`src/rtl/coin_sync_pkg.sv`:
```
package coin_sync_pkg;
  typedef struct packed {
    logic aFaster;    // bank A ratio strictly smaller than bank C
    logic equalMode;  // both ratios identical
    logic wrapA;      // bank A phase at its last source cycle
    logic wrapC;      // bank C phase at its last source cycle
  } ctlStrobeT;
endpackage

```
`src/rtl/coin_sync_ctl.sv`:
```
module coin_sync_ctl
  import coin_sync_pkg::*;
#(
  parameter int DIV_W = 5
) (
  input  logic             clk,
  input  logic             rst,
  input  logic [DIV_W-1:0] divA,
  input  logic [DIV_W-1:0] divC,
  output logic [DIV_W-1:0] phA,
  output logic [DIV_W-1:0] phC,
  output logic [DIV_W-1:0] nxtPhA,
  output logic [DIV_W-1:0] nxtPhC,
  output ctlStrobeT        strobe
);
  localparam int EXT_W = DIV_W + 1;

  logic [EXT_W-1:0] incA, incC;

  always_comb begin
    incA = {1'b0, phA} + EXT_W'(1);
    incC = {1'b0, phC} + EXT_W'(1);

    strobe.wrapA     = incA >= {1'b0, divA};
    strobe.wrapC     = incC >= {1'b0, divC};
    strobe.aFaster   = divA < divC;
    strobe.equalMode = divA == divC;

    nxtPhA = strobe.wrapA ? '0 : incA[DIV_W-1:0];
    nxtPhC = strobe.wrapC ? '0 : incC[DIV_W-1:0];
    if (rst) begin
      nxtPhA = '0;
      nxtPhC = '0;
    end
  end

  always_ff @(posedge clk) begin
    phA <= nxtPhA;
    phC <= nxtPhC;
  end

  AST_PHASE_A_BOUND: assert property (@(posedge clk) disable iff (rst)
    phA < divA);
  AST_PHASE_C_BOUND: assert property (@(posedge clk) disable iff (rst)
    phC < divC);
  AST_RESTART_ZERO: assert property (@(posedge clk) disable iff (rst)
    $fell(rst) |-> (phA == '0 && phC == '0));
endmodule

```
`src/rtl/coin_sync_dp.sv`:
```
module coin_sync_dp
  import coin_sync_pkg::*;
#(
  parameter int DIV_W = 5
) (
  input  logic             clk,
  input  logic             rst,
  input  logic [DIV_W-1:0] divA,
  input  logic [DIV_W-1:0] divC,
  input  logic [DIV_W-1:0] phA,
  input  logic [DIV_W-1:0] phC,
  input  logic [DIV_W-1:0] nxtPhA,
  input  logic [DIV_W-1:0] nxtPhC,
  input  ctlStrobeT        strobe,
  output logic             syncN
);
  localparam int EXT_W = DIV_W + 1;

  logic [DIV_W-1:0] nFast, nSlow, pFast, pSlow, curFast;
  logic [EXT_W-1:0] reach;
  logic             lowNext, fastWrap;

  always_comb begin
    nFast    = strobe.aFaster ? divA   : divC;
    nSlow    = strobe.aFaster ? divC   : divA;
    pFast    = strobe.aFaster ? nxtPhA : nxtPhC;
    pSlow    = strobe.aFaster ? nxtPhC : nxtPhA;
    curFast  = strobe.aFaster ? phA    : phC;
    fastWrap = strobe.aFaster ? strobe.wrapA : strobe.wrapC;

    // Phase of the slower clock at the next rising edge of the faster one.
    reach = {1'b0, pSlow} + {1'b0, nFast} - {1'b0, pFast};

    if (strobe.equalMode) lowNext = pFast >= (nFast >> 1);
    else                  lowNext = reach == {1'b0, nSlow};
    if (rst) lowNext = 1'b0;
  end

  always_ff @(posedge clk) begin
    if (rst) syncN <= 1'b1;
    else     syncN <= !lowNext;
  end

  AST_HIGH_AT_JOINT: assert property (@(posedge clk) disable iff (rst)
    (phA == '0 && phC == '0) |-> syncN);
  AST_START_ON_FAST: assert property (@(posedge clk) disable iff (rst)
    (!strobe.equalMode && $fell(syncN)) |-> (curFast == '0));
  AST_END_ON_JOINT: assert property (@(posedge clk) disable iff (rst)
    (!strobe.equalMode && $rose(syncN)) |-> (phA == '0 && phC == '0));
  AST_WIDTH_LIMIT: assert property (@(posedge clk) disable iff (rst)
    (!strobe.equalMode && !syncN && fastWrap) |=> syncN);
  AST_EQUAL_HALF: assert property (@(posedge clk) disable iff (rst)
    (strobe.equalMode && $fell(syncN)) |-> (curFast == (nFast >> 1)));
endmodule

```
`src/rtl/coin_sync_gen.sv`:
```
module coin_sync_gen
  import coin_sync_pkg::*;
#(
  parameter int DIV_W = 5
) (
  input  logic             clk,
  input  logic             rst,
  input  logic [DIV_W-1:0] divA,
  input  logic [DIV_W-1:0] divC,
  output logic             syncN
);
  logic [DIV_W-1:0] phA, phC, nxtPhA, nxtPhC;
  ctlStrobeT        strobe;

  coin_sync_ctl #(.DIV_W(DIV_W)) uCtl (
    .clk(clk), .rst(rst), .divA(divA), .divC(divC),
    .phA(phA), .phC(phC), .nxtPhA(nxtPhA), .nxtPhC(nxtPhC),
    .strobe(strobe)
  );

  coin_sync_dp #(.DIV_W(DIV_W)) uDp (
    .clk(clk), .rst(rst), .divA(divA), .divC(divC),
    .phA(phA), .phC(phC), .nxtPhA(nxtPhA), .nxtPhC(nxtPhC),
    .strobe(strobe), .syncN(syncN)
  );

  AST_RESET_HIGH: assert property (@(posedge clk)
    $past(rst) |-> syncN);
endmodule

```
`config.mk`:
```
export PLATFORM = sky130hd
export DESIGN_NAME = coin_sync_gen
export DESIGN_NICKNAME = d
export VERILOG_FILES = /design/src/rtl/coin_sync_pkg.sv /design/src/rtl/coin_sync_ctl.sv /design/src/rtl/coin_sync_dp.sv /design/src/rtl/coin_sync_gen.sv
export SDC_FILE = /design/constraint.sdc
export NUM_CORES = 1
export LEC_CHECK = 0
export BUFFER_PORTS_ARGS = -buffer_cell sky130_fd_sc_hd__buf_4
export CAP_MARGIN = 20
export CELL_PAD_IN_SITES_DETAIL_PLACEMENT = 0
export CELL_PAD_IN_SITES_GLOBAL_PLACEMENT = 1
export CORE_ASPECT_RATIO = 0.9
export CORE_MARGIN = 2
export CORE_UTILIZATION = 39
export DETAILED_ROUTE_END_ITERATION = 6
export PLACE_DENSITY = 0.75
export SYNTH_ARGS = -nofsm -noshare
export SYNTH_HDL_FRONTEND = slang
export SYNTH_HIERARCHICAL = 1
export SYNTH_SLANG_ARGS = --single-unit
```
`constraint.sdc`:
```
create_clock -name clk -period 4.4 [get_ports clk]
set_clock_uncertainty 0.2 [all_clocks]
set_input_delay 0.44 -clock clk [delete_from_list [all_inputs] [get_ports clk]]
set_output_delay 0.44 -clock clk [all_outputs]
set_load 0.005 [all_outputs]
```
* After elaboration in Yosys (flattened, before gate mapping) *
Cells that the tools add are included.

storage, ports and cells
  bits in registers = 11
  input bits = 12
  output and inout port bits = 1
  logic and storage cells = 24

operators by class
  add/subtract/negate cells = 4
  magnitude comparators = 4
  eq/ne operators = 2
  mux-type cells = 10
  reductions and logical operators = 1

operators with widths
  cell                                         count
  two-way mux 5 bit                            8
  adder 5 x 1 -> 6 bit, second input constant  2
  >= comparator 6 x 5 -> 1 bit                 2
  adder 5 x 5 -> 6 bit                         1
  == test 6 x 5 -> 1 bit                       1
  subtractor 6 x 5 -> 6 bit                    1
  == test 5 bit                                1
  >= comparator 5 x 4 -> 1 bit                 1
  < comparator 5 bit                           1
  two-way mux 1 bit                            2
  logical NOT 1 bit                            1

* Depth between registers and ports, before layout *
Gate-level depths: netlist of run 1.

  depth after elaboration = 11
  gate-level depth with buffers = 19
  depth with buffers taken out = 18

* Hierarchy *
Netlist of run 1, hierarchy kept.

modules (own cells, without submodules)
  module         times used  cells each  area each (µm²)  sequential area each (µm²)
  coin_sync_ctl  1           84          759.5            200.2
  coin_sync_dp   1           79          723.2            20.0

* Worst setup path before layout of run 1 *
Ideal clock, no wire load.

  path kind = in2reg
  from = input port divC[1]
  to = register uDp.syncN
  setup time = 0.122 ns
  arrival = 3.748 ns
  required time = 4.078 ns
  slack = 0.330 ns
  stages = 16
  buffers on the path = 2
  cells stage by stage = inv_1 ha_1 nor2b_1 o21ai_0 a21oi_1 a211oi_1 buf_6 buf_2 mux2i_1 fa_1 fa_1 a21o_1 a21oi_1 xnor2_1 o211a_1 a21oi_1

RTL lines
  element               RTL line            source
  from (decl)           coin_sync_gen.sv:9  input logic [DIV_W-1:0] divC,
  to (signal assigned)  coin_sync_dp.sv:41  else syncN <= !lowNext;
  to (decl)             coin_sync_dp.sv:15  output logic syncN

* Final worst setup path of run 1 *
  from = register uCtl.phC[0]
  to = register uDp.syncN

between the ends
  cells in the longest elaborated chain, start to end = 11
  elaborated cells on any way between the ends = 13
  those cells by class = add/sub (3); order compare (2); eq/ne (1); mux (6); reduce/logical (1)

ends and longest elaborated chain
  element                       RTL line             source
  from (decl)                   coin_sync_ctl.sv:11  output logic [DIV_W-1:0] phC,
  from (signal assigned)        coin_sync_ctl.sv:39  phC <= nxtPhC;
  adder 5 x 1 -> 6 bit *        coin_sync_ctl.sv:22  incC = {1'b0, phC} + EXT_W'(1);
  >= comparator 6 x 5 -> 1 bit  coin_sync_ctl.sv:25  strobe.wrapC = incC >= {1'b0, divC};
  two-way mux 5 bit *           coin_sync_ctl.sv:30  nxtPhC = strobe.wrapC ? '0 : incC[DIV_W-1:0];
  two-way mux 5 bit *           coin_sync_ctl.sv:31  if (rst) begin
  named net nxtPhC[1]           coin_sync_gen.sv:12  logic [DIV_W-1:0] phA, phC, nxtPhA, nxtPhC;
  two-way mux 5 bit             coin_sync_dp.sv:27   pSlow = strobe.aFaster ? nxtPhC : nxtPhA;
  adder 5 x 5 -> 6 bit          coin_sync_dp.sv:32   reach = {1'b0, pSlow} + {1'b0, nFast} - {1'b0, pFast};
  subtractor 6 x 5 -> 6 bit     coin_sync_dp.sv:32
  == test 6 x 5 -> 1 bit        coin_sync_dp.sv:35   else lowNext = reach == {1'b0, nSlow};
  two-way mux 1 bit *           coin_sync_dp.sv:34   if (strobe.equalMode) lowNext = pFast >= (nFast >> 1);
  two-way mux 1 bit *           coin_sync_dp.sv:36   if (rst) lowNext = 1'b0;
  logical NOT 1 bit *           coin_sync_dp.sv:41

The timed path passes the listed nets; every way through them passes the cells marked *.
A chain may end at the register's enable or synchronous reset.

==> impl_metrics.csv, run 1 <==
group,metric,value,unit
clock_tree,tritoncts,"yes",
clock_tree,cts-resized-gates,0,
pwr,p_int,0.3321,mW
global_route,grt_pass1_vias,1195,
place,hpwl,2.815,mm
pwr,vdd_drop_max,0.1750,mV
clock_tree,htree_levels,1,
sta,rsz0062_at_grt,"false",
place,pre_cts_slack,0.1328,ns
pwr,seqPwrFrac,21.1,%
worst_setup_path,worst_ep_arrival_time,4.08,ns
synth,syn-num-nets,205,
global_route,grt.busiest_layer,"met2",
sta,setup_viol,0,
worst_setup_path,reg2reg_depth,14,
floorplanning,dieArea,4260,µm²
route,wire_per_inst,15.02,µm
final_layout,final_cell_mix,"27 x ha_1, 22 x inv_1, 14 x mux2i_1",
global_route,grt_pass1_wl,5.727,mm
floorplanning,fp-row-count,21,
route,final_antenna_net_count,0,
clock_tree,clk_pin_slew,0.06,ns
worst_setup_path,cp.required,4.33,ns
pwr,p_sw,0.2215,mW
pwr,p_comb_share,59.9,%
clock_tree,cts.sinks,11,
clock_tree,cts_buffer_depth,2,
pwr,powerDensity,326.1,nW/µm²
worst_setup_path,startpoint_type,"flip-flop",
sta,period_needed,4.150,ns
sta,fmax,241.0,MHz
pwr,leakagePower,0.9004,nW
final_layout,fin_nets,221,
floorplanning,die_w,68.58,µm
hold_path,hp-start,"uCtl/phC[0]",
place,gp_congestion,0.7993,
synth,syn_area,1464,µm²
global_route,grt_use_met3,3.261,%
worst_setup_path,r2r-end,"uDp/syncN",
worst_setup_path,critPathKind,"reg -> reg",
floorplanning,die_y,62.12,µm
worst_setup_path,worst-r2r-setup-slack,0.25,ns
sta,worst_pin_slew,0.4309,ns
final_layout,layout.cells.most_common,"ha_1",
final_layout,instances_no_fill,222,
pwr,swShare,40.01,%
synth,syn_inst,161,
worst_setup_path,path_max_fanout,5,
clock_tree,cts_hold_buf,0,
route,post-route-drc-count,0,
sta,drv_slew,0,
place,placedCellCount,218,
floorplanning,core-area,3652,µm²
sta,post-route-period-util,94.32,%
route,drt_wl_total,3.335,mm
global_route,gr-total-overflow,0,
floorplanning,io_pins,13,
clock_tree,cts_setup_buffers,0,
synth,syn_avg_cell_area,9.093,µm²
final_layout,diodes,0,
flow_run,maxCapViolations,0,
pwr,pwr-share-clk,19.1,%
sta,whs,0.3374,ns
clock_tree,clk_latency,0.24,ns
floorplanning,initial_core_util,40.08,%
hold_path,min_path_cells,1,
route,dr.pass1.iters,4,
final_layout,fillers,359,
hold_path,hold_path.class,"reg -> reg",
sta,hold_viol_final,0,
worst_setup_path,r2r_start,"uCtl/phC[0]",
place,portBuffers,12,
global_route,grtUsageMet1,24.61,%
route,viasPerCell,5.311,
clock_tree,cts-root-buf,"clkbuf_8",
route,drt-initial-drc-count,38,
global_route,track_usage,17.77,%
route,vias,1179,
global_route,antenna_found_initial,0,
global_route,grtUsageMet2,28.37,%
sta,setup_tns,0,ns
final_layout,layout-drive-gt1-share,18.75,%
final_layout,areaGrowthSynthToFinish,15.98,%
sta,maxSlewHeadroom,71.05,%
synth,yosysWarnings,6,
sta,final.setup.worst_slack,0.2501,ns
status,status,"finished, final reports clean",
worst_setup_path,end_kind,"flip-flop",
hold_path,whs_endpoint,"uCtl/phC[0]",
global_route,grt_max_degree,21,
clock_tree,cts_inserted_buffers,3,
metal layers:
layer / up-vias / routed length, µm
li1: 597 / -
met1: 546 / 1583
met2: 34 / 1594
met3: 2 / 133
met4: 0 / 23
met5: - / 0
critical path, stage by stage, from the launching register on:
cell and delay, ns:
dfxtp_1 0.37, and3_1 0.22, xor2_1 0.22, ha_1 0.28, a21o_1 0.16, a211o_1 0.39
nor3_2 0.22, mux2i_1 0.17, fa_1 0.56, fa_1 0.48, xnor2_1 0.21, xnor2_1 0.14
nand2_1 0.11, nor4_2 0.22, a21oi_1 0.09
flip-flops by register name, summed over array words and instances, names as in the netlist:
name / count
uCtl/phC: 5
uDp/syncN: 1
uCtl/phA: 5
layout make-up:
cell class,count,area [µm²],area share [%]
Multi-Input combinational cell,126,1182,69.64
Clock buffer,4,45.04,2.653
Inverter,22,82.58,4.864
Sequential cell,11,220.2,12.97
Tap cell,46,57.56,3.390
Timing Repair Buffer,13,110.1,6.485
power groups by stage:
stage          combinational (mW)  sequential, mW  clock [mW]
2_1_floorplan               0.251           0.116           0
3_3_place_gp                0.312           0.118           0
3_5_place_dp                0.327           0.118           0
4_1_cts                     0.329           0.116       0.110
5_1_grt                     0.372           0.118       0.114
6_report                    0.331           0.117       0.106
per-stage QoR:
stage	cell area [µm²]	utilization (%)	power [mW]
5_1_grt	1698	46.49	0.6045
3_5_place_dp	1628	44.57	0.4452
4_1_cts	1673	45.80	0.5553
2_1_floorplan	1464	-	0.3677
6_report	1698	46.49	0.5536
3_3_place_gp	1628	44.57	0.4294
how the worst max path moves through the flow:
stage               cells past startpoint        start         to
detailed placement                     16      divC[1]  uDp/syncN
global route                           14  uCtl/phC[0]  uDp/syncN
global placement                       16      divC[1]  uDp/syncN
CTS                                    14  uCtl/phA[0]  uDp/syncN
finish                                 14  uCtl/phC[0]  uDp/syncN
floorplan                              16      divC[1]  uDp/syncN
No activity file was read; power rests on OpenSTA's default activity.
==> run 2, diff against run 1 <==
--- a/config.mk
+++ b/config.mk
@@ -14,6 +14,7 @@
 export CORE_UTILIZATION = 39
 export DETAILED_ROUTE_END_ITERATION = 6
 export PLACE_DENSITY = 0.75
+export SKIP_CTS_REPAIR_TIMING = 1
 export SYNTH_ARGS = -nofsm -noshare
 export SYNTH_HDL_FRONTEND = slang
 export SYNTH_HIERARCHICAL = 1
==> constraint.sdc (replaced) <==
create_clock -name clk -period 5.2 [get_ports clk]
set_clock_uncertainty 0.2 [all_clocks]
set_input_delay 0.52 -clock clk [delete_from_list [all_inputs] [get_ports clk]]
set_output_delay 0.52 -clock clk [all_outputs]
set_load 0.005 [all_outputs]
==> run 2 against run 1 <==
  * First-iteration DRC count did not move
  * Setup slack improved by 0.68 ns
  * Via count fell by 1.3%
  * Flip-flop and latch count did not move
  * Combinational power fell by 18%
  * Sequential power fell by 16%
  * Final cell count did not move
  * Register-to-register slack improved by 0.78 ns
  * Critical path type is now in -> reg
  * Critical endpoint unchanged
  * Largest cell class unchanged
  * Highest routed layer unchanged
==> impl_metrics.csv, run 2 (same netlist as run 1, synthesis figures left out) <==
group,metric,value,unit
pwr,p_sw,0.1841,mW
route,vias,1164,
worst_setup_path,critPathTopFamily,"adder cells",
clock_tree,clk_latency,0.25,ns
sta,hold_viol_final,0,
pwr,swShare,39.93,%
hold_path,hold_path.class,"reg -> reg",
worst_setup_path,critPathKind,"in -> reg",
worst_setup_path,reg2reg_depth,13,
floorplanning,fp-row-count,21,
floorplanning,core-area,3652,µm²
clock_tree,htree_levels,1,
final_layout,areaGrowthSynthToFinish,13.42,%
final_layout,layout.cells.most_common,"ha_1",
clock_tree,cts-root-buf,"clkbuf_8",
sta,fmax,234.2,MHz
worst_setup_path,path_max_fanout,12,
worst_setup_path,worst-r2r-setup-slack,1.03,ns
hold_path,min_path_cells,1,
route,final_antenna_net_count,0,
clock_tree,cts_inserted_buffers,3,
global_route,antenna_found_initial,0,
sta,worst_pin_slew,0.6935,ns
route,dr.pass1.iters,4,
clock_tree,cts.sinks,11,
worst_setup_path,cp.buffers_inverters,2,
route,wire_per_inst,14.50,µm
sta,setup_tns,0,ns
sta,setup_viol,0,
flow_run,maxCapViolations,0,
floorplanning,die_y,62.12,µm
pwr,powerDensity,277.7,nW/µm²
final_layout,reg_top3,"uCtl/phA: 5 flops, uCtl/phC: 5 flops, uDp/syncN: 1 flops",
final_layout,layout-drive-gt1-share,15.91,%
worst_setup_path,critPathSlowestCell,"a211oi_4",
final_layout,diodes,0,
hold_path,whs_endpoint,"uCtl/phC[0]",
sta,post-route-period-util,82.11,%
worst_setup_path,end_kind,"flip-flop",
floorplanning,die_w,68.58,µm
hold_path,hp-start,"uCtl/phC[0]",
pwr,leakagePower,0.8865,nW
clock_tree,cts_buffer_depth,2,
final_layout,fin_nets,221,
worst_setup_path,r2r_start,"uCtl/phC[0]",
route,post-route-drc-count,0,
place,gp_congestion,0.8239,
worst_setup_path,cp.required,5.14,ns
worst_setup_path,startpoint_type,"primary input",
sta,drv_slew,0,
sta,period_needed,4.270,ns
clock_tree,clk_pin_slew,0.06,ns
place,hpwl,2.769,mm
global_route,grt_pass1_wl,5.533,mm
place,portBuffers,12,
sta,maxSlewHeadroom,53.62,%
global_route,track_usage,17.19,%
floorplanning,io_pins,13,
floorplanning,dieArea,4260,µm²
route,drt-initial-drc-count,38,
status,status,"finished, final reports clean",
clock_tree,tritoncts,"yes",
worst_setup_path,crit_path_max_incr_delay,0.62,ns
route,drt_wl_total,3.220,mm
pwr,p_comb_share,58.8,%
pwr,seqPwrFrac,21.3,%
final_layout,fillers,356,
sta,rsz0062_at_grt,"false",
worst_setup_path,worst_ep_arrival_time,4.21,ns
worst_setup_path,worstPathCellList,"buf_4 -> ha_1 -> nor2b_1 -> o21ai_0 -> a21oi_1 -> a211oi_4 -> buf_4 -> mux2_2 -> fa_1 -> ha_1 -> xnor2_1 -> xnor2_1 -> nand2_1 -> nor4_2 -> a21oi_1",
global_route,grt_max_degree,13,
floorplanning,initial_core_util,40.08,%
final_layout,final_cell_mix,"27 x ha_1, 22 x inv_1, 14 x mux2i_1",
global_route,gr-total-overflow,0,
global_route,grt_pass1_vias,1188,
worst_setup_path,r2r-end,"uDp/syncN",
final_layout,fin_util,45.46,%
route,viasPerCell,5.243,
pwr,vdd_drop_max,0.1479,mV
pwr,pwr-share-clk,19.9,%
pwr,p_int,0.2770,mW
==> run 2: cell counts in the layout (fill, tap and decap cells not counted) <==
No cell type changed its count.
==> run 2: worst max-delay path by stage <==
stage,endpoint,depth (start not counted),slack (ns),from
6_report,uDp/syncN,15,0.93,divA[1]
5_1_grt,uDp/syncN,17,0.69,divC[1]
4_1_cts,uDp/syncN,15,0.92,divA[1]
3_5_place_dp,uDp/syncN,15,0.65,divA[1]
3_3_place_gp,uDp/syncN,16,0.79,divC[1]
2_1_floorplan,uDp/syncN,16,1.05,divC[1]
==> run 2: layout make-up <==
type                    instances  area, µm²  share of cell area (%)
repair buffers                 13      97.59                   5.878
flip-flops and latches         11      220.2                   13.26
multi-input cells             126       1157                   69.71
clock buffers                   4      45.04                   2.713
well taps                      46      57.56                   3.466
inverters                      22      82.58                   4.974
==> run 2: worst reg2reg max path, delay by kind of cell (launching register included) <==
kind	cells	cell delay, ns
AOI/OAI and AO/OA	5	0.99
xor gates and xnor gates	1	0.20
adders and majority gates	3	1.46
DFF	1	0.38
muxes	1	0.20
and+or+nand+nor	3	0.66
==> run 2: layer usage <==
metal | part of all wire [%] | track usage [%] | vias up
met5 | 0 | 0 | -
met4 | 0.43 | 3.000 | 0
met3 | 3.5 | 3.261 | 2
met2 | 49 | 28.49 | 17
met1 | 47 | 23.06 | 550
li1 | - | - | 595
==> run 2: through the flow <==
stage                     area [µm²]  hold slack (ns)  setup slack [ns]  total power, mW  std cells
after floorplan                 1464           0.2757             1.050           0.3111        161
after global placement          1615           0.3103            0.7868           0.3642        218
after detailed placement        1615           0.3504            0.6465           0.3710        218
after CTS                       1660           0.3609            0.9225           0.4651        222
after global routing            1660           0.4019            0.6852           0.5027        222
final                           1660           0.3520            0.9302           0.4611        222
==> run 2: power groups by stage <==
stage / clock network, mW / registers, mW / logic [mW]
final: 0.0918 / 0.0982 / 0.271
after global routing: 0.0974 / 0.0995 / 0.306
after CTS: 0.0943 / 0.0984 / 0.272
after detailed placement: 0 / 0.100 / 0.271
after global placement: 0 / 0.0996 / 0.265
after floorplan: 0 / 0.0986 / 0.213
